## src/rtl/pmp_guard.sv

```systemverilog
module pmp_guard #(
  parameter int N    = 8,
  parameter int PA_W = 34,
  localparam int AW  = PA_W - 2,
  localparam int IW  = $clog2(N)
) (
  input  logic            clk,
  input  logic            rst_n,
  input  logic            csr_wr_en,
  input  logic            csr_is_cfg,
  input  logic [IW-1:0]   csr_idx,
  input  logic [AW-1:0]   csr_wdata,
  output logic [AW-1:0]   csr_rdata,
  input  logic            req_valid,
  input  logic [PA_W-1:0] req_addr,
  input  logic [1:0]      req_type,
  input  logic            req_priv,
  output logic            allow,
  output logic            flt_valid,
  output logic [1:0]      flt_cause,
  output logic [PA_W-1:0] flt_addr
);

  logic [N-1:0][AW-1:0] addr_q;
  logic [N-1:0][7:0]    cfg_q;
  logic [N-1:0]         hit;
  logic [N-1:0]         ent_on;
  logic [AW-1:0]        wa;
  logic                 found;
  logic [7:0]           sel_cfg;
  logic                 perm;

  assign wa = req_addr[PA_W-1:2];

  always_ff @(posedge clk) begin
    if (!rst_n) begin
      addr_q <= '0;
      cfg_q  <= '0;
    end else if (csr_wr_en && !cfg_q[csr_idx][7]) begin
      if (csr_is_cfg) cfg_q[csr_idx]  <= csr_wdata[7:0];
      else            addr_q[csr_idx] <= csr_wdata;
    end
  end

  assign csr_rdata = csr_is_cfg ? {{(AW-8){1'b0}}, cfg_q[csr_idx]} : addr_q[csr_idx];

  for (genvar i = 0; i < N; i++) begin : g_ent
    logic [AW-1:0] lo;
    logic [AW-1:0] nmask;
    logic          tor_hit;
    logic          pot_hit;
    if (i == 0) begin : g_lo0
      assign lo = '0;
    end else begin : g_lo
      assign lo = addr_q[i-1];
    end
    assign nmask   = addr_q[i] ^ (addr_q[i] + 1'b1);
    assign tor_hit = (wa >= lo) && (wa < addr_q[i]);
    assign pot_hit = ((wa ^ addr_q[i]) & ~nmask) == '0;
    assign ent_on[i] = cfg_q[i][3];
    assign hit[i] = (cfg_q[i][4:3] == 2'd1) ? tor_hit :
                    (cfg_q[i][4:3] == 2'd3) ? pot_hit : 1'b0;
  end

  always_comb begin
    found   = 1'b0;
    sel_cfg = '0;
    for (int i = 0; i < N; i++) begin
      if (hit[i] && !found) begin
        found   = 1'b1;
        sel_cfg = cfg_q[i];
      end
    end
  end

  always_comb begin
    case (req_type)
      2'd0:    perm = sel_cfg[0];
      2'd1:    perm = sel_cfg[1];
      2'd2:    perm = sel_cfg[2];
      default: perm = 1'b0;
    endcase
  end

  assign allow = found ? ((req_priv && !sel_cfg[7]) || perm)
                       : (req_priv || (ent_on == '0));

  always_ff @(posedge clk) begin
    if (!rst_n) begin
      flt_valid <= 1'b0;
      flt_cause <= '0;
      flt_addr  <= '0;
    end else begin
      flt_valid <= req_valid && !allow;
      if (req_valid && !allow) begin
        flt_addr  <= req_addr;
        flt_cause <= (req_type == 2'd2) ? 2'd1 :
                     (req_type == 2'd1) ? 2'd3 : 2'd2;
      end
    end
  end

endmodule

```

## config.mk

```make
export PLATFORM = sky130hd
export DESIGN_NAME = pmp_guard
export DESIGN_NICKNAME = d
export VERILOG_FILES = /design/src/rtl/pmp_guard.sv
export SDC_FILE = /design/constraint.sdc
export NUM_CORES = 1
export LEC_CHECK = 0
export ABC_AREA = 1
export BUFFER_PORTS_ARGS = -buffer_cell sky130_fd_sc_hd__buf_4
export CAP_MARGIN = 20
export CORE_ASPECT_RATIO = 0.8
export CORE_MARGIN = 2
export CORE_UTILIZATION = 30
export CTS_BUF_LIST = sky130_fd_sc_hd__clkbuf_4 sky130_fd_sc_hd__clkbuf_8
export DETAILED_ROUTE_END_ITERATION = 10
export GPL_TIMING_DRIVEN = 1
export PLACE_DENSITY = 0.53
export SETUP_SLACK_MARGIN = 0.2
export SYNTH_ARGS = -nofsm -noshare
export SYNTH_HDL_FRONTEND = slang
export SYNTH_SLANG_ARGS = --single-unit
export TNS_END_PERCENT = 10
```

## constraint.sdc

```tcl
create_clock -name clk -period 4.15 [get_ports clk]
set_input_delay 0.83 -clock clk [delete_from_list [all_inputs] [get_ports clk]]
set_output_delay 0.83 -clock clk [all_outputs]
set_load 0.02 [all_outputs]
```

==> run metrics, run 1 <==
Iter 0 DRT Violations ~4100; CTS Root Cell clkbuf_8; Final TNS setup -0.6809 ns; Worst IR Drop VDD about 0.00018 V; switch share 0.3295; Worst Slack Setup Final -0.6809 ns; Reg power frac 0.365; layout net count ~5300; RePlAce Congestion between 1 and 1.5; Slowest-stage cell, CP nor4_1; period utilisation layout 1.164; sw power 0.003249 W; total internal power 0.006613 W; asr flop ratio synth 0; critical path fanouts, max 6; Tightest Pin Transition between 1 and 1.5 ns; Tmin final approximately 4.8 ns; commonest non-fill, non-tap cell in the layout nand2_1; CP Capture Type primary output; combinational power share 0.218; Hold Crit Start req_addr[0]; DR pass1 iterations 6; commonest non-fill, non-tap cells in the layout nand2_1 (794), buf_4 (746), inv_1 (593); fin cells approximately 6200; vias in the first global route between 30000 and 40000; first-pass GRT wire length approximately 210000 um; crit path DAT 4.00 ns; RSZ-0062 raised after global routing yes; max-slew violations 0; CP peak stage delay around 0.41 ns; Hold WS 0.4441 ns; R2R Path End flt_addr[8]$_SDFFE_PN0P_; placed cell areas between 0.03 and 0.04 sq mm; Port Buffers roughly 150; post-layout util 0.4118; largest net degree at the start of global routing approximately 130; cell area after layout 0.03691 sq mm; Clk pwr share 0.417; TritonCTS Sinks 357; CTS tree done; M1 WL around 66000 um; synthesized net count 4584; Fmax between 200 and 250 MHz; DIE WIDTH about 340 um; r2r startpoint g_ent[1].lo[27]$_SDFFE_PN0P_; worst hold endpoint flt_addr[0]$_SDFFE_PN0P_; sequential cell area fraction in the yosys report 0.2627; critical path type primary input to primary output; Post-Syn Instances 4240; hold_buf cts 0; io pins about 150; number of max-cap violations 0; critical-path cell list buf_6 -> buf_12 -> ha_1 -> nand2_2 -> nor3_4 -> nand2_2 -> nor3b_4 -> nand2_2 -> nand2_2 -> a21oi_2 -> nand2_4 -> nand3_4 -> nor2_8 -> nand2_4 -> nor4_1 -> buf_4 -> nor2_1 -> nand2_2 -> nand2_4 -> inv_2 -> buf_6; drt total wl between 150000 and 200000 um; Pwr Density between 200 and 300 mW/mm^2; r2r worst-path depth 22; Top FF cell, synth dfxtp_1; Final Hold Fails 0; critical path depth 21; layout cells sized above 1 0.2500; area of the core roughly 0.090 sq mm; flop and latch count out of synthesis around 360; Clock Skews 0.04649 ns; Die ar. 0.09314 sq mm; Worst slew margin 0.3243; Total Routing Usage GR 0.3152; post-route ant nets 0; post-synth cell types around 60; Top delay family on crit path simple AND/OR/NAND/NOR gates; Via density 5.341; die height 273.4 um; Mapped Area roughly 0.027 sq mm; status finished with violations; initial antenna violation count 14; n_diodes 0; initial cell density of the core 0.3036; Worst R2R Setup Slack roughly 0.16 ns; # rows just under 100; Hold WC Path Type primary input to flip-flop; vias around 33000; cell mode on critical path nand2_2; WP data required ~3.3 ns; # H-tree levels 3; drt wl/cell 24.39 um; Clk pin slew, worst setup/hold paths 0.06 ns; Avg Cell Area, Syn between 6 and 7 sq um; dpl hpwl between 100000 and 150000 um; CTS Buf Count 71; met3 WL 16870 um; CTS Buffer Depth 3; met2 WL just over 60000 um; total grt overflow 0; P&R area growth vs syn 35.65%; Lkg Pwr between 15 and 20 nW; WHS Path Cells 5; startpoint types primary input; EDFF count, synth 0; # DRC 0; failing checks setup timing; Worst-Skew Late Latency 0.73 ns; highest metal used met5; placed cells a little over 6000; WP buf/inv 5; Yosys Warn Count 0; Final setup viols 1
==> how the worst max path moves through the flow <==
stage,startpoint,endpoint,slack [ns]
after global placement,req_addr[31],allow,-0.90
after CTS,g_ent[2].lo[1]$_SDFFE_PN0P_,allow,-0.67
after floorplan,req_addr[4],allow,0.07
after global routing,g_ent[3].lo[1]$_SDFFE_PN0P_,allow,-0.84
after detailed placement,req_addr[31],allow,-0.84
final,req_addr[32],allow,-0.68
==> state kept, by name, indices dropped and copies added (netlist names) <==
| signal | flops |
|---|---|
| addr_q | 32 |
| cfg_q | 64 |
| flt_addr | 34 |
| flt_cause | 2 |
| flt_valid | 1 |
| g_ent.lo | 224 |
==> layout make-up <==
type / count / area, sq um
inverters: 637 / 2406
flip-flops and latches: 357 / 7224
repair buffers: 782 / 6162
clock buffers: 99 / 1269
well taps: 1200 / 1501
multi-input cells: 3102 / 18070
clock inverters: 26 / 274.0
fillers: 9638 / 52720
==> tightest hold or removal path, delay by kind of cell <==
kind | cells | cell delay [ns]
AND/OR/NAND/NOR | 3 | 0.18
buffers and inverters | 2 | 0.10
==> synthesized netlist by cell type (5+ instances only) <==
library cell,count,area (sq um)
o21ai_0,398,1992
nor3_1,84,420.4
a22oi_1,25,187.7
buf_2,5,25.02
ha_1,267,3341
nand2_2,9,56.30
a211oi_1,5,37.54
a21o_1,7,52.55
dfxtp_1,357,7147
o21a_1,10,75.07
o21ai_1,13,65.06
nand4_1,76,475.5
a21oi_1,479,2397
inv_2,11,41.29
clkinv_1,17,63.81
clkbuf_1,111,416.7
nor4_1,8,50.05
nor3_2,12,120.1
nand3_2,37,370.4
o22ai_1,62,387.9
buf_1,18,67.56
nor2_1,485,1821
nand3b_1,7,52.55
nand3_1,111,555.5
a41oi_1,18,157.7
o211ai_1,14,105.1
nand2_1,826,3100
a31oi_1,5,31.28
a221oi_1,36,315.3
o21bai_1,28,210.2
nor2_2,25,156.4
a2111oi_0,6,52.55
inv_1,609,2286
o2111ai_1,5,43.79
==> cell families after synthesis <==
kind of cell    after synthesis  share of synthesized area
xor+xnor                      1                  0.0003220
buf+inv                     781                     0.1114
fa+ha+maj                   267                     0.1228
compound gates             1124                     0.2286
simple gates               1710                     0.2742
flops                       357                     0.2627
==> per-stage QoR <==
stage	setup WS [ns]	total power, W
2_1_floorplan	0.06797	0.004595
3_3_place_gp	-0.8992	0.005649
3_5_place_dp	-0.8438	0.005648
4_1_cts	-0.6741	0.009761
5_1_grt	-0.8355	0.01022
6_report	-0.6809	0.009862
==> power groups by stage <==
stage,clock network (W),registers (W),logic [W]
3_5_place_dp,0,0.00367,0.00198
3_3_place_gp,0,0.00367,0.00198
2_1_floorplan,0,0.00368,0.000914
5_1_grt,0.00430,0.00361,0.00231
6_report,0.00411,0.00360,0.00215
4_1_cts,0.00415,0.00360,0.00201
==> what timing repair did <==
| action | in CTS | in global routing |
|---|---|---|
| resized for setup | 72 | 218 |
| buffers inserted | 5 | 14 |
| endpoints found under the setup margin | 38 | 43 |
| hold endpoints to repair | 0 | 0 |
| gates cloned | 0 | 1 |
| pin swaps | 20 | 83 |
==> routing by layer <==
metal,GRT usage,up-vias
met2,0.4609,1776
met5,0,-
li1,-,15600
met1,0.4481,15430
met4,0.1224,4
met3,0.06729,320
(Power assumes the default switching activity.)
==> run 2, diff against run 1 <==
Settings changed: ABC_AREA 1 to not set, CELL_PAD_IN_SITES_DETAIL_PLACEMENT set to 2, CELL_PAD_IN_SITES_GLOBAL_PLACEMENT set to 2, PLACE_DENSITY 0.53 to 0.74.
Clock period 4.15 ns to 6.2 ns, I/O delays scaled along.
==> run 2 against run 1 <==
  * Global-route usage up 1.8 points
  * Flip-flop and latch count is the same
  * Sequential share of layout area is 1.6 points higher
  * Highest routed layer is now met4
  * Die area is 3.8% lower
  * Core utilization is 1.9 points lower
  * Clock skew is 0.0095 ns lower
  * Clock power down 32%
  * First-iteration DRC count is 25% lower
  * Hold slack better by 0.015 ns
  * Setup slack improved by 0.73 ns
  * The run now ends clean
==> run metrics, run 2 <==
status finished, final reports clean; CTS tree done; hold_buf cts 0 (unchanged); die height 268.2 um (-1.9%); drt wl/cell 30.47 um (+25%); top cells by count, synth nand2_1 (722), dfxtp_1 (357), inv_1 (276); # H-tree levels 3 (unchanged); mux share of post-synthesis cell area 0.04012 (+0.04012); commonest non-fill, non-tap cells in the layout nand2_1 (719), buf_4 (499), dfxtp_1 (335); Clk pin slew, worst setup/hold paths 0.05 ns (about the same); Hold WC Path Type flip-flop to flip-flop; Worst slew margin 0.2185 (-0.1058); largest family of logic cells by synthesized area compound AO/OA/AOI/OAI gates; most common cell in the netlist nand2_1; Top FF cell, synth dfxtp_1; P&R area growth vs syn 29.40%; DR pass1 iterations 5 (-1); vias in the first global route 30950 (-0.75%); RSZ-0062 raised after global routing yes; Yosys top cell area share 0.2731 (+0.01046); critical path fanouts, max 6 (unchanged); total grt overflow 0 (unchanged); first-pass GRT wire length 218100 um (+1.5%); drt total wl 153500 um (+1.4%); Worst R2R Setup Slack 1.34 ns (+1.18 ns); initial antenna violation count 4 (-10); Post-Syn Instances 3424 (-19%); CTS Root Cell clkbuf_8; dpl hpwl 118200 um (-1.5%); CTS Buffer Depth 3 (unchanged); largest net degree at the start of global routing 171 (+37%); Iter 0 DRT Violations 3044 (-25%); layout cells sized above 1 0.2228 (-0.02726); fin cells 5038 (-19%); WP data required 4.96 ns (+1.64 ns); commonest non-fill, non-tap cell in the layout nand2_1; Worst IR Drop VDD 0.0001187 V (-34%); Via density 6.030 (+13%); Tightest Pin Transition 1.168 ns (+0.1544 ns); sequential cell area fraction in the yosys report 0.2731 (+0.01046); Fmax 162.6 MHz; r2r worst-path depth 19 (-14%); max reg flops 224 (unchanged); Worst-Skew Late Latency 0.75 ns (+0.02 ns); crit path DAT 4.91 ns (+0.91 ns); Adder-Cell Fraction of Synth Area 0.1277 (+0.004891); Avg Cell Area, Syn 7.642 sq um (+19%); post-route ant nets 0 (unchanged); critical path type primary input to primary output; post-layout util 0.3931 (-0.01863); Tmin final approximately 6 ns; Die ar. 0.08961 sq mm (-3.8%); number of max-cap violations 0 (unchanged); synthesized net count 3768 (-18%); area of the core 0.08612 sq mm (-3.9%); FILL cells 9803 (+1.7%); Yosys Warn Count 0 (unchanged); Final setup viols 0 (-1); simple-gate share of the synthesized area 0.2296 (-0.04460); max-slew violations 0 (unchanged); vias 30380 (-8.3%); Clock Skews 0.03700 ns (-0.009494 ns); Pwr Density 187.4 mW/mm^2 (-30%); r2r startpoint g_ent[5].lo[29]$_SDFFE_PN0P_; placed cell areas 0.03072 sq mm (-9.7%); EDFF count, synth 0 (unchanged); Port Buffers 146 (unchanged); complex-gate fraction of the synthesized area 0.2580 (+0.02938); post-synth cell types 84 (+42%); period utilisation layout 0.9920; Total Routing Usage GR 0.3329 (+0.01768); io pins 147 (unchanged); CTS Buf Count 72 (+1.4%); Hold Crit Start flt_addr[31]$_SDFFE_PN0P_; layout net count 4197 (-21%); area share of xor/xnor cells in the synthesized design 0.0006694 (+0.0003475); asr flop ratio synth 0 (unchanged); cell area after layout 0.03386 sq mm (-8.3%); initial cell density of the core 0.3038 (about the same); Mapped Area 0.02617 sq mm (-3.8%); area leader, netlist dfxtp_1; crit path from req_addr[17]; Synth area leaders dfxtp_1 (27%), ha_1 (13%), nand2_1 (10%); TritonCTS Sinks 357 (unchanged); worst setup path endpoint allow; R2R Path End flt_addr[22]$_SDFFE_PN0P_; Final Hold Fails 0 (unchanged); # DRC 0 (unchanged); flop and latch count out of synthesis 357 (unchanged); Lkg Pwr 11.74 nW (-23%); placed cells 4878 (-19%); startpoint types primary input; RePlAce Congestion 0.9718 (-9.2%); # rows 96 (-2.0%); CP Capture Type primary output; DIE WIDTH 334.2 um (-1.9%)
-- run 2: cell count changes in the layout (fill, tap and decap cells not counted), sizes merged, moves of 248 or more --
cell	before	now
nor2	515	86
inv	624	277
o21ai	411	71
a21oi	481	186
a21boi	2	260
buf	781	533
-- run 2: power by group --
group,internal [W],switching (W)
clock,0.00153,0.00125
combinational,0.000458,0.000720
sequential,0.00233,0.0000513
total,0.00432,0.00202
-- run 2: timing repair --
item | CTS | global route
pin swaps | 71 | 37
buffers inserted | 21 | 7
setup endpoints to repair | 1 | 1
gates resized for setup | 145 | 99
-- run 2: cells by family after synthesis --
kind of cell,Yosys count
fa+ha+maj,267
xor+xnor,2
flops,357
buf+inv,455
mux,104
simple gates,1270
compound gates,969
-- run 2: worst max-delay path, cell delays in order --
cell	delay, ns
buf_4	0.19
ha_1	0.42
buf_4	0.16
nand4_1	0.17
a211oi_1	0.34
o31ai_2	0.12
o2111ai_1	0.15
a2111oi_1	0.13
buf_4	0.15
o21ai_1	0.10
buf_4	0.21
buf_4	0.13
nand2_2	0.09
a211o_1	0.30
a21oi_2	0.16
nor4b_2	0.07
a31o_2	0.23
or3_4	0.39
buf_6	0.14
-- run 2: how the worst min path moves through the flow --
stage                                        end  cells after the start
floorplan           g_ent[5].lo[22]$_SDFFE_PN0P_                      2
global placement       flt_addr[23]$_SDFFE_PN0P_                      2
detailed placement     flt_addr[15]$_SDFFE_PN0P_                      2
CTS                    flt_addr[31]$_SDFFE_PN0P_                      2
global route           flt_addr[11]$_SDFFE_PN0P_                      2
finish                 flt_addr[31]$_SDFFE_PN0P_                      2
-- run 2: cell type report --
| cell class | count | area (sq um) | share of cell area |
|---|---|---|---|
| timing repair buffer | 533 | 4249 | 0.1255 |
| clock inverter | 12 | 118.9 | 0.003511 |
| antenna | 6 | 15.01 | 0.0004434 |
| clock buffer | 114 | 1425 | 0.04209 |
| multi-input combinational | 2612 | 18420 | 0.5439 |
| sequential | 357 | 7182 | 0.2121 |
| inverter | 277 | 1044 | 0.03082 |
| tap | 1127 | 1410 | 0.04165 |
-- run 2: routing by layer --
| layer | global-route usage | part of all wire | up-vias |
|---|---|---|---|
| met3 | 0.06595 | 0.089 | 251 |
| li1 | - | - | 13230 |
| met1 | 0.4724 | 0.45 | 15590 |
| met4 | 0.1006 | 0.032 | 0 |
| met5 | 0 | 0 | - |
| met2 | 0.5065 | 0.43 | 1306 |
-- run 2: through the flow --
stage                     setup TNS (ns)  hold WS (ns)  power, W  setup slack (ns)
after floorplan                        0        0.4435  0.002918            0.3712
after global placement           -0.5823        0.4449  0.003449           -0.5823
after detailed placement         -0.6240        0.4544  0.003473           -0.6240
after CTS                              0        0.4639  0.006308            0.1061
after global routing            -0.04341        0.4865  0.006540          -0.04341
final                                  0        0.4587  0.006343           0.04955
